<file path="src/rtl/fdb_purge_pkg.sv">
package fdb_purge_pkg;

  typedef struct packed {
    logic [3:0]  fid;
    logic [11:0] vid;
    logic [3:0]  port;
    logic        is_static;
    logic        is_mc;
    logic        valid;
  } slot_t;

  localparam int SLOT_W = $bits(slot_t);

  typedef enum logic [1:0] {
    MATCH_PORT = 2'd0,
    MATCH_VID  = 2'd1,
    MATCH_FID  = 2'd2,
    MATCH_RSVD = 2'd3
  } match_mode_e;

  typedef struct packed {
    logic        whole;
    logic [3:0]  port;
    match_mode_e mode;
    logic        incl_static;
    logic [11:0] vid;
    logic [3:0]  fid;
  } job_t;

  // Decide whether a slot is removed by a job.
  function automatic logic slot_hit(slot_t s, job_t j);
    logic key_ok;
    if (!s.valid) return 1'b0;
    if (j.whole) return 1'b1;
    if (s.is_mc || (s.port != j.port)) return 1'b0;
    if (s.is_static && !j.incl_static) return 1'b0;
    case (j.mode)
      MATCH_VID: key_ok = (s.vid == j.vid);
      MATCH_FID: key_ok = (s.fid == j.fid);
      default:   key_ok = 1'b1;
    endcase
    return key_ok;
  endfunction

endpackage

</file>
<file path="src/rtl/fdb_purge_regs.sv">
module fdb_purge_regs
  import fdb_purge_pkg::*;
#(
  parameter int LO_PORTS = 8,
  parameter int HI_PORTS = 3
) (
  input  logic                         clk,
  input  logic                         rst_n,
  input  logic                         wr,
  input  logic [2:0]                   addr,
  input  logic [15:0]                  wdata,
  output logic [15:0]                  rdata,
  input  logic [LO_PORTS+HI_PORTS-1:0] take_oh,
  input  logic                         take_whole,
  input  logic [LO_PORTS+HI_PORTS-1:0] act_oh,
  input  logic                         act_whole,
  input  logic                         done,
  output logic [LO_PORTS+HI_PORTS-1:0] pending,
  output logic                         whole_pend,
  output logic [11:0]                  flt_vid,
  output logic [3:0]                   flt_fid,
  output match_mode_e                  flt_mode,
  output logic                         flt_static
);
  localparam int NP = LO_PORTS + HI_PORTS;

  logic [NP-1:0] set_bits;
  logic [NP-1:0] busy;
  logic          whole_busy;
  logic          whole_set;

  always_comb begin
    set_bits = '0;
    if (wr && addr == 3'd0) set_bits[LO_PORTS-1:0]  = wdata[LO_PORTS-1:0];
    if (wr && addr == 3'd1) set_bits[NP-1:LO_PORTS] = wdata[HI_PORTS-1:0];
  end

  assign whole_set = wr && (addr == 3'd4) && wdata[0];

  always_ff @(posedge clk) begin
    if (!rst_n) begin
      pending    <= '0;
      whole_pend <= 1'b0;
      flt_vid    <= '0;
      flt_fid    <= '0;
      flt_mode   <= MATCH_PORT;
      flt_static <= 1'b0;
    end else begin
      pending    <= (pending & ~take_oh) | set_bits;
      whole_pend <= (whole_pend & ~take_whole) | whole_set;
      if (wr && addr == 3'd2) begin
        flt_vid <= wdata[11:0];
        flt_fid <= wdata[15:12];
      end
      if (wr && addr == 3'd3) begin
        flt_mode   <= match_mode_e'(wdata[1:0]);
        flt_static <= wdata[2];
      end
    end
  end

  assign busy       = pending | act_oh;
  assign whole_busy = whole_pend | act_whole;

  always_comb begin
    rdata = '0;
    case (addr)
      3'd0: rdata[2*LO_PORTS-1:LO_PORTS] = busy[LO_PORTS-1:0];
      3'd1: rdata[2*HI_PORTS-1:HI_PORTS] = busy[NP-1:LO_PORTS];
      3'd2: rdata = {flt_fid, flt_vid};
      3'd3: rdata = {13'd0, flt_static, flt_mode};
      3'd4: rdata = {15'd0, whole_busy};
      default: rdata = '0;
    endcase
  end

  for (genvar p = 0; p < NP; p++) begin : g_busy_chk

    busy_hold_chk: assert property (@(posedge clk) disable iff (!rst_n)
      busy[p] && !(done && act_oh[p]) |=> busy[p]);
  end

endmodule

</file>
<file path="src/rtl/fdb_purge_arbiter.sv">
module fdb_purge_arbiter #(
  parameter int NP = 11
) (
  input  logic          clk,
  input  logic          rst_n,
  input  logic [NP-1:0] pending,
  input  logic          whole_pend,
  input  logic          idle,
  output logic          start,
  output logic          grant_whole,
  output logic [NP-1:0] grant_oh,
  output logic [3:0]    grant_idx
);

  function automatic logic [3:0] first_set(logic [NP-1:0] v);
    for (int i = NP - 1; i >= 0; i--)
      if (v[i]) first_set = 4'(i);
    if (v == '0) first_set = 4'd0;
  endfunction

  assign start       = idle && (whole_pend || (pending != '0));
  assign grant_whole = whole_pend;
  assign grant_oh    = whole_pend ? '0 : (pending & (~pending + 1'b1));
  assign grant_idx   = first_set(pending);


  grant_legal_chk: assert property (@(posedge clk) disable iff (!rst_n)
    start |-> ($onehot0(grant_oh) && ((grant_oh & ~pending) == '0)));


  lowest_grant_chk: assert property (@(posedge clk) disable iff (!rst_n)
    start && !grant_whole |-> (((grant_oh - 1'b1) & pending) == '0) && grant_oh[grant_idx]);

endmodule

</file>
<file path="src/rtl/fdb_purge_sweep.sv">
module fdb_purge_sweep
  import fdb_purge_pkg::*;
#(
  parameter int DEPTH = 64,
  parameter int AW    = $clog2(DEPTH)
) (
  input  logic              clk,
  input  logic              rst_n,
  input  logic              start,
  input  job_t              job_in,
  output logic              active,
  output job_t              job,
  output logic              done,
  output logic [AW-1:0]     tbl_addr,
  input  logic [SLOT_W-1:0] tbl_rdata,
  output logic              tbl_wr,
  output logic [SLOT_W-1:0] tbl_wdata
);
  logic [AW-1:0] addr;
  slot_t         slot;

  assign slot = slot_t'(tbl_rdata);
  assign done = active && (addr == AW'(DEPTH - 1));

  always_ff @(posedge clk) begin
    if (!rst_n) begin
      active <= 1'b0;
      addr   <= '0;
      job    <= '0;
    end else if (!active) begin
      if (start) begin
        active <= 1'b1;
        addr   <= '0;
        job    <= job_in;
      end
    end else begin
      active <= !done;
      addr   <= done ? '0 : addr + 1'b1;
    end
  end

  assign tbl_addr  = addr;
  assign tbl_wr    = active && slot_hit(slot, job);
  assign tbl_wdata = '0;


  idle_quiet_chk: assert property (@(posedge clk) disable iff (!rst_n)
    !active |-> !tbl_wr);


  addr_step_chk: assert property (@(posedge clk) disable iff (!rst_n)
    active && !done |=> active && (tbl_addr == $past(tbl_addr) + 1'b1));


  clear_valid_chk: assert property (@(posedge clk) disable iff (!rst_n)
    tbl_wr |-> slot.valid && (job.whole || (!slot.is_mc && slot.port == job.port)));

endmodule

</file>
<file path="src/rtl/fdb_purge_engine.sv">
module fdb_purge_engine
  import fdb_purge_pkg::*;
#(
  parameter int DEPTH    = 64,
  parameter int LO_PORTS = 8,
  parameter int HI_PORTS = 3,
  parameter int AW       = $clog2(DEPTH)
) (
  input  logic              clk,
  input  logic              rst_n,
  input  logic              reg_wr,
  input  logic [2:0]        reg_addr,
  input  logic [15:0]       reg_wdata,
  output logic [15:0]       reg_rdata,
  output logic [AW-1:0]     tbl_addr,
  input  logic [SLOT_W-1:0] tbl_rdata,
  output logic              tbl_wr,
  output logic [SLOT_W-1:0] tbl_wdata
);
  localparam int NP = LO_PORTS + HI_PORTS;

  logic [NP-1:0] pending, grant_oh, take_oh, act_oh;
  logic          whole_pend, grant_whole, start, active, done;
  logic [3:0]    grant_idx;
  logic [11:0]   flt_vid;
  logic [3:0]    flt_fid;
  match_mode_e   flt_mode;
  logic          flt_static;
  job_t          job_in, job;

  assign take_oh = start ? grant_oh : '0;
  assign act_oh  = (active && !job.whole) ? ({{(NP-1){1'b0}}, 1'b1} << job.port) : '0;

  always_comb begin
    job_in             = '0;
    job_in.whole       = grant_whole;
    job_in.port        = grant_idx;
    job_in.mode        = flt_mode;
    job_in.incl_static = flt_static;
    job_in.vid         = flt_vid;
    job_in.fid         = flt_fid;
  end

  fdb_purge_regs #(.LO_PORTS(LO_PORTS), .HI_PORTS(HI_PORTS)) u_regs (
    .clk        (clk),
    .rst_n      (rst_n),
    .wr         (reg_wr),
    .addr       (reg_addr),
    .wdata      (reg_wdata),
    .rdata      (reg_rdata),
    .take_oh    (take_oh),
    .take_whole (start && grant_whole),
    .act_oh     (act_oh),
    .act_whole  (active && job.whole),
    .done       (done),
    .pending    (pending),
    .whole_pend (whole_pend),
    .flt_vid    (flt_vid),
    .flt_fid    (flt_fid),
    .flt_mode   (flt_mode),
    .flt_static (flt_static)
  );

  fdb_purge_arbiter #(.NP(NP)) u_arb (
    .clk         (clk),
    .rst_n       (rst_n),
    .pending     (pending),
    .whole_pend  (whole_pend),
    .idle        (!active),
    .start       (start),
    .grant_whole (grant_whole),
    .grant_oh    (grant_oh),
    .grant_idx   (grant_idx)
  );

  fdb_purge_sweep #(.DEPTH(DEPTH), .AW(AW)) u_sweep (
    .clk       (clk),
    .rst_n     (rst_n),
    .start     (start),
    .job_in    (job_in),
    .active    (active),
    .job       (job),
    .done      (done),
    .tbl_addr  (tbl_addr),
    .tbl_rdata (tbl_rdata),
    .tbl_wr    (tbl_wr),
    .tbl_wdata (tbl_wdata)
  );

endmodule

</file>
<file path="config.mk">
export PLATFORM = sky130hd
export DESIGN_NAME = fdb_purge_engine
export DESIGN_NICKNAME = d
export VERILOG_FILES = /design/src/rtl/fdb_purge_pkg.sv /design/src/rtl/fdb_purge_regs.sv /design/src/rtl/fdb_purge_arbiter.sv /design/src/rtl/fdb_purge_sweep.sv /design/src/rtl/fdb_purge_engine.sv
export SDC_FILE = /design/constraint.sdc
export NUM_CORES = 1
export LEC_CHECK = 0
export ABC_AREA = 1
export BUFFER_PORTS_ARGS = -buffer_cell sky130_fd_sc_hd__clkbuf_2
export CAP_MARGIN = 30
export CELL_PAD_IN_SITES_DETAIL_PLACEMENT = 2
export CELL_PAD_IN_SITES_GLOBAL_PLACEMENT = 2
export CORE_ASPECT_RATIO = 0.7
export CORE_MARGIN = 5
export CORE_UTILIZATION = 28
export CTS_CLUSTER_SIZE = 10
export DETAILED_ROUTE_END_ITERATION = 7
export PLACE_DENSITY = 0.77
export SLEW_MARGIN = 0
export SYNTH_ARGS = -nofsm -noshare
export SYNTH_HDL_FRONTEND = slang
export SYNTH_SLANG_ARGS = --single-unit
export TNS_END_PERCENT = 1
</file>
<file path="constraint.sdc">
create_clock -name clk -period 1.5 [get_ports clk]
set_input_delay 0.15 -clock clk [delete_from_list [all_inputs] [get_ports clk]]
set_output_delay 0.15 -clock clk [all_outputs]
set_load 0.1 [all_outputs]
</file>
-- Word level (Yosys, flattened, before mapping)
Cells that the tools add are included.
Widths: inputs -> output; s select.
- add/sub/neg operators: 2
- equality and inequality tests: 10
- shift operators: 1
- muxes and demuxes: 44
- bitwise gates (word level): 11
- reductions and logical operators: 24
- operators with widths (cell ; number):
    $mux 4 ; 12
    $mux 11 ; 3
    $and 11x11->11 ; 2
    $not 11->11 ; 2
    $or 11x11->11 ; 2
    $mux 1 ; 19
    $mux 6 ; 3
    $pmux 8 s2 ; 1
    $logic_and 1x1->1 ; 13
    $eq 12x12->1 ; 1
    $add 11x1->11 const B ; 1
    $logic_not 11->1 ; 1
    $reduce_bool 11->1 ; 1
    $shl 1x4->11 const A ; 1
    $pmux 3 s3 ; 1
    $mux 8 ; 1
    $add 6x1->6 const B ; 1
    $eq 3x2->1 const B ; 2
    $eq 6x6->1 const B ; 1
    $pmux 3 s2 ; 1
    $eq 4x4->1 ; 1
    $logic_not 1->1 ; 4
    $ne 4x4->1 ; 1
    $eq 3x1->1 const B ; 1
    other kinds (13) ; 16
- flip-flop bits (word level): 62
- output and inout port bits: 46

-- Logic depth before layout (Yosys ltp)
- depth in word-level cells: 13
- mapped depth: 11

-- Cells and area by module
From an unflattened synthesis, not the netlist that was laid out.
- cells, all modules: 597
- area, all modules: 3824.9 um2
- modules (own cells, without submodules) (module ; instances ; cells an instance ; area an instance (um2) ; seq. area each (um2)):
    fdb_purge_sweep ; 1 ; 255 ; 1735.4 ; 620.6
    fdb_purge_regs ; 1 ; 228 ; 1551.5 ; 620.6
    fdb_purge_arbiter ; 1 ; 57 ; 304.0 ; 0.0
    fdb_purge_engine ; 1 ; 57 ; 234.0 ; 0.0

-- Worst setup path before layout
Ideal clock, no wire load.
- path kind: input to output
- start: input port reg_addr[2]
- end: output port reg_rdata[11]
- arrival time: 2.560 ns
- data required time: 1.350 ns
- setup slack: -1.210 ns
- cell stages on the path: 3
- buffers on the path: 0
- path through: nor2_1 -> nand2_1 -> o21ai_0
- longest elaborated chain between the ends: 2
- ends and longest elaborated chain (what ; RTL line ; RTL):
    start, declared ; fdb_purge_engine.sv:12 ; input logic [2:0] reg_addr,
    $eq 3x2->1 or $logic_not 3->1 (tied branches) ; fdb_purge_regs.sv:67 ; case (addr)
    $pmux 8 s2 * ; fdb_purge_regs.sv:67 ;
    end, declared ; fdb_purge_engine.sv:14 ; output logic [15:0] reg_rdata,
Every way passes the cells marked *; elsewhere a longest branch is shown, timed or not.

-- Worst setup path after layout
- start: register u_sweep.job[13] (netlist name)
- end: output port tbl_wr
- longest elaborated chain between the ends: 7
- ends and longest elaborated chain (what ; RTL line ; RTL):
    $eq 12x12->1 ; fdb_purge_pkg.sv:38 ; MATCH_VID: key_ok = (s.vid == j.vid);
    $pmux 1 s2 ; fdb_purge_pkg.sv:37 ; case (j.mode)
    $mux 1 ; fdb_purge_pkg.sv:37 ;
    $mux 1 ; fdb_purge_pkg.sv:36 ; if (s.is_static && !j.incl_static) return 1'b0;
    $mux 1 ; fdb_purge_pkg.sv:35 ; if (s.is_mc || (s.port != j.port)) return 1'b0;
    $mux 1 ; fdb_purge_pkg.sv:34 ; if (j.whole) return 1'b1;
    $logic_and 1x1->1 ; fdb_purge_sweep.sv:43 ; assign tbl_wr = active && slot_hit(slot, job);
    end, declared ; fdb_purge_engine.sv:17 ; output logic tbl_wr,
Every way passes these cells.

==> out/metrics.cfg <==
[synthesis]
netlist_instances = 533
synth_top_area_share_pct = 35.9
synthesis.area_sq_mm = 0.00346
ys_seq_area_share_pct = 35.9
synth_seq_cells = 62
synth_area_leaders = dfxtp_1 (36%), nand2_1 (12%), nor2_1 (8.2%)
yosysWarnings = 0
synth_cell_type_count = 33
syn_avg_cell_area_sq_um = 6.50
yosys.area.top_type = dfxtp_1

[worst_setup_path]
worst-r2r-setup-slack_ps = -100
path_delay_family = simple AND/OR/NAND/NOR gates
r2r_end = u_sweep.job[17]$_SDFFE_PN0P_
path_class = reg -> out
arrival_ps = 1750
crit_chain = inv_2 -> nand2_2 -> nand2_1 -> nor2_2 -> nand2_1 -> nor2_1 -> nand2_1 -> nand2_2 -> nand2_2 -> a21oi_4 -> buf_12
reg2reg_from = u_regs.pending[6]$_SDFF_PN0_
crit_buf_inv = 2
end_kind = output pin
cp_data_required_time_ps = 1350
startpoint_type = flip-flop
path_max_fanout = 2
crit_start = u_sweep.job[13]$_SDFFE_PN0P_
crit_slowest_cell = dfxtp_2
max_stage_delay_ps = 330
worstRegToRegCells = 10

[routing]
drcViolationCount = 0
wl_microns = 15100
drt-initial-drc-count = 149
via_count = 3898
wl_per_cell_microns = 18.6
antenna_left = 0
vias_per_cell = 4.81
drt_first_pass_iters = 4

[min_path]
min_to = u_regs.pending[5]$_SDFF_PN0_
holdCritPathClass = in -> reg
holdPathStages = 3
min_from = reg_wdata[5]

[global_routing]
antenna_found_initial = 0
grt.busiest_layer = met2
grt_pass1_vias = 4416
met3_usage_pct = 3.62
grt_first_pass_wirelength_microns = 23300
grt-ovfl-total = 0
grt_max_degree = 40
track_usage_pct = 20.5
grt_use_met2_pct = 36.2
use_met1_pct = 25.9

[timing]
finalCriticalPeriod_ps = 1900
fin_skew_ps = 6.28
slew_violations = 0
setup_viol = 38
period_share_pct = 127
slew_headroom_pct = 63.8
worst_slack_ps = -401
grt_setup_unrepaired = true
fmax_mhz = 526
fin_setup_tns_ps = -3420
hold_violations = 0
tightest_slew_ps = 546

[cts]
clkTransAtPathRegs_ps = 50
clockBufferDepth = 2
hold_buffers = 0
cts_root_buf = clkbuf_16
cts_tree = done
cts.htree.levels = 3
numCtsBuffers = 9
cts.sinks = 62
clock_latency_ps = 340

[floorplan]
die_w_microns = 143
core_sq_mm = 0.0123
initial_core_util_pct = 28.3
dieArea_sq_mm = 0.0147
rows = 34
die_y_microns = 103
io-pin-count = 91

[layout]
instances_no_fill = 811
syn2layout_area_growth_pct = 47.7
drive_gt1_share_pct = 34.8
fin_nets = 692
postLayoutCoreUtil_pct = 41.7
diodes = 0
fillers = 1436

[place]
dp.cells = 793
dp_hpwl_microns = 11500
routabilityCongestion = 0.837
io_buffers = 67

[power]
clkPwrFrac_pct = 35.8
internal_power_mw = 3.59
leakagePower_nw = 2.18
p_sw_share_pct = 36.7
pwr-share-seq_pct = 33.8
power_density_mw_per_mm2 = 1110
switchingPower_mw = 2.09
p_comb_share_pct = 30.5
vdd_drop_max_mv = 0.631

[job]
max_cap_violations = 0

[run_status]
violations = setup timing
outcome = finished, violations left

-- repair_timing --
item,CTS,global route
setup endpoints to repair,48,53
buffers inserted,1,1
pin swaps,6,12
resized for setup,39,32
-- cell usage after synthesis --
| cell type | n |
|---|---|
| o221ai_1 | 1 |
| inv_2 | 2 |
| o31ai_1 | 1 |
| a21oi_2 | 2 |
| a21oi_1 | 45 |
| inv_4 | 1 |
| nand3_1 | 17 |
| a31oi_1 | 3 |
| nand4_1 | 4 |
| xor2_1 | 1 |
| o21ai_1 | 2 |
| o22ai_1 | 10 |
| and3_1 | 1 |
| o21ai_0 | 54 |
| or2_2 | 2 |
| buf_2 | 1 |
| nand2_4 | 2 |
| nor2_2 | 9 |
| xnor2_1 | 1 |
| nand2_8 | 1 |
| conb_1 | 1 |
| buf_6 | 4 |
| nand2_2 | 2 |
| inv_1 | 73 |
| nor3_1 | 7 |
| clkbuf_1 | 11 |
| buf_4 | 23 |
| ha_1 | 3 |
| nor2_4 | 1 |
| dfxtp_1 | 62 |
| nor2_1 | 76 |
| a31o_2 | 1 |
| nand2_1 | 109 |
-- worst min-delay path: stages --
cell and delay [ps]:
clkbuf_2 100, nand2_1 60, a21oi_1 60
-- cells in the final DEF, fill, tap and decap left out, types with 10 or more instances in the layout --
| cell | instances |
|---|---|
| a21oi_1 | 41 |
| buf_12 | 20 |
| buf_4 | 45 |
| clkbuf_2 | 50 |
| conb_1 | 23 |
| dfxtp_1 | 42 |
| dfxtp_2 | 17 |
| inv_1 | 65 |
| inv_2 | 10 |
| nand2_1 | 102 |
| nand3_1 | 16 |
| nor2_1 | 62 |
| nor2_2 | 14 |
| nor2_4 | 10 |
| o21ai_0 | 41 |
| o21ai_1 | 10 |
-- power by group through the flow --
stage	combinational (mW)	sequential (mW)	clock [mW]
3_3_place_gp	1.52	1.91	0
2_1_floorplan	1.05	1.95	0
6_report	1.73	1.92	2.03
5_1_grt	1.87	1.94	2.14
4_1_cts	1.68	1.91	2.07
3_5_place_dp	1.59	1.93	0
-- area by class of cell --
class / count / area, sq um / share of cell area [%]
sequential: 62 / 1270 / 24.9
clock inverter: 3 / 17.5 / 0.343
inverter: 76 / 293 / 5.73
multi-input combinational: 378 / 2040 / 40.0
tap: 162 / 203 / 3.96
clock buffer: 13 / 270 / 5.29
timing repair buffer: 117 / 1010 / 19.8
-- layer usage --
metal,routed length (microns),vias up
li1,-,1871
met1,6610,1903
met2,7430,100
met3,722,24
met4,302,0
met5,0,-
-- logic make-up after synthesis --
| family | count (synthesis) | share of synthesized area, % |
|---|---|---|
| AOI/OAI and AO/OA | 119 | 18.2 |
| and+or+nand+nor | 231 | 28.3 |
| DFF | 62 | 35.9 |
| xor gates and xnor gates | 2 | 0.506 |
| other | 1 | 0.108 |
| buffers and inverters | 115 | 15.9 |
| adders and majority gates | 3 | 1.08 |
-- sequential cells by signal, indices dropped and copies added (netlist names) --
name	flops
u_regs.pending	11
u_regs.flt_mode	2
u_regs.flt_vid	12
u_regs.flt_static	1
u_sweep.tbl_addr	6
u_sweep.job	24
u_regs.flt_fid	4
u_sweep.active	1
u_regs.whole_pend	1
-- worst max path at each step --
stage,end,cells past startpoint,slack (ps)
CTS,tbl_wr,11,-480
detailed placement,tbl_wr,11,-170
finish,tbl_wr,11,-400
floorplan,reg_rdata[0],3,-120
global route,tbl_wr,11,-500
global placement,tbl_wr,11,-20
-- metrics by stage --
step / worst slack (ps) / hold WS (ps) / power (mW) / instance area (sq um)
4_1_cts: -481 / 84.1 / 5.67 / 5030
3_3_place_gp: -22.8 / 426 / 3.43 / 4650
6_report: -401 / 89.9 / 5.68 / 5110
5_1_grt: -502 / 102 / 5.95 / 5110
2_1_floorplan: -124 / 288 / 3.01 / 3730
3_5_place_dp: -170 / 442 / 3.53 / 4650
Power figures use the tool's default switching activity.
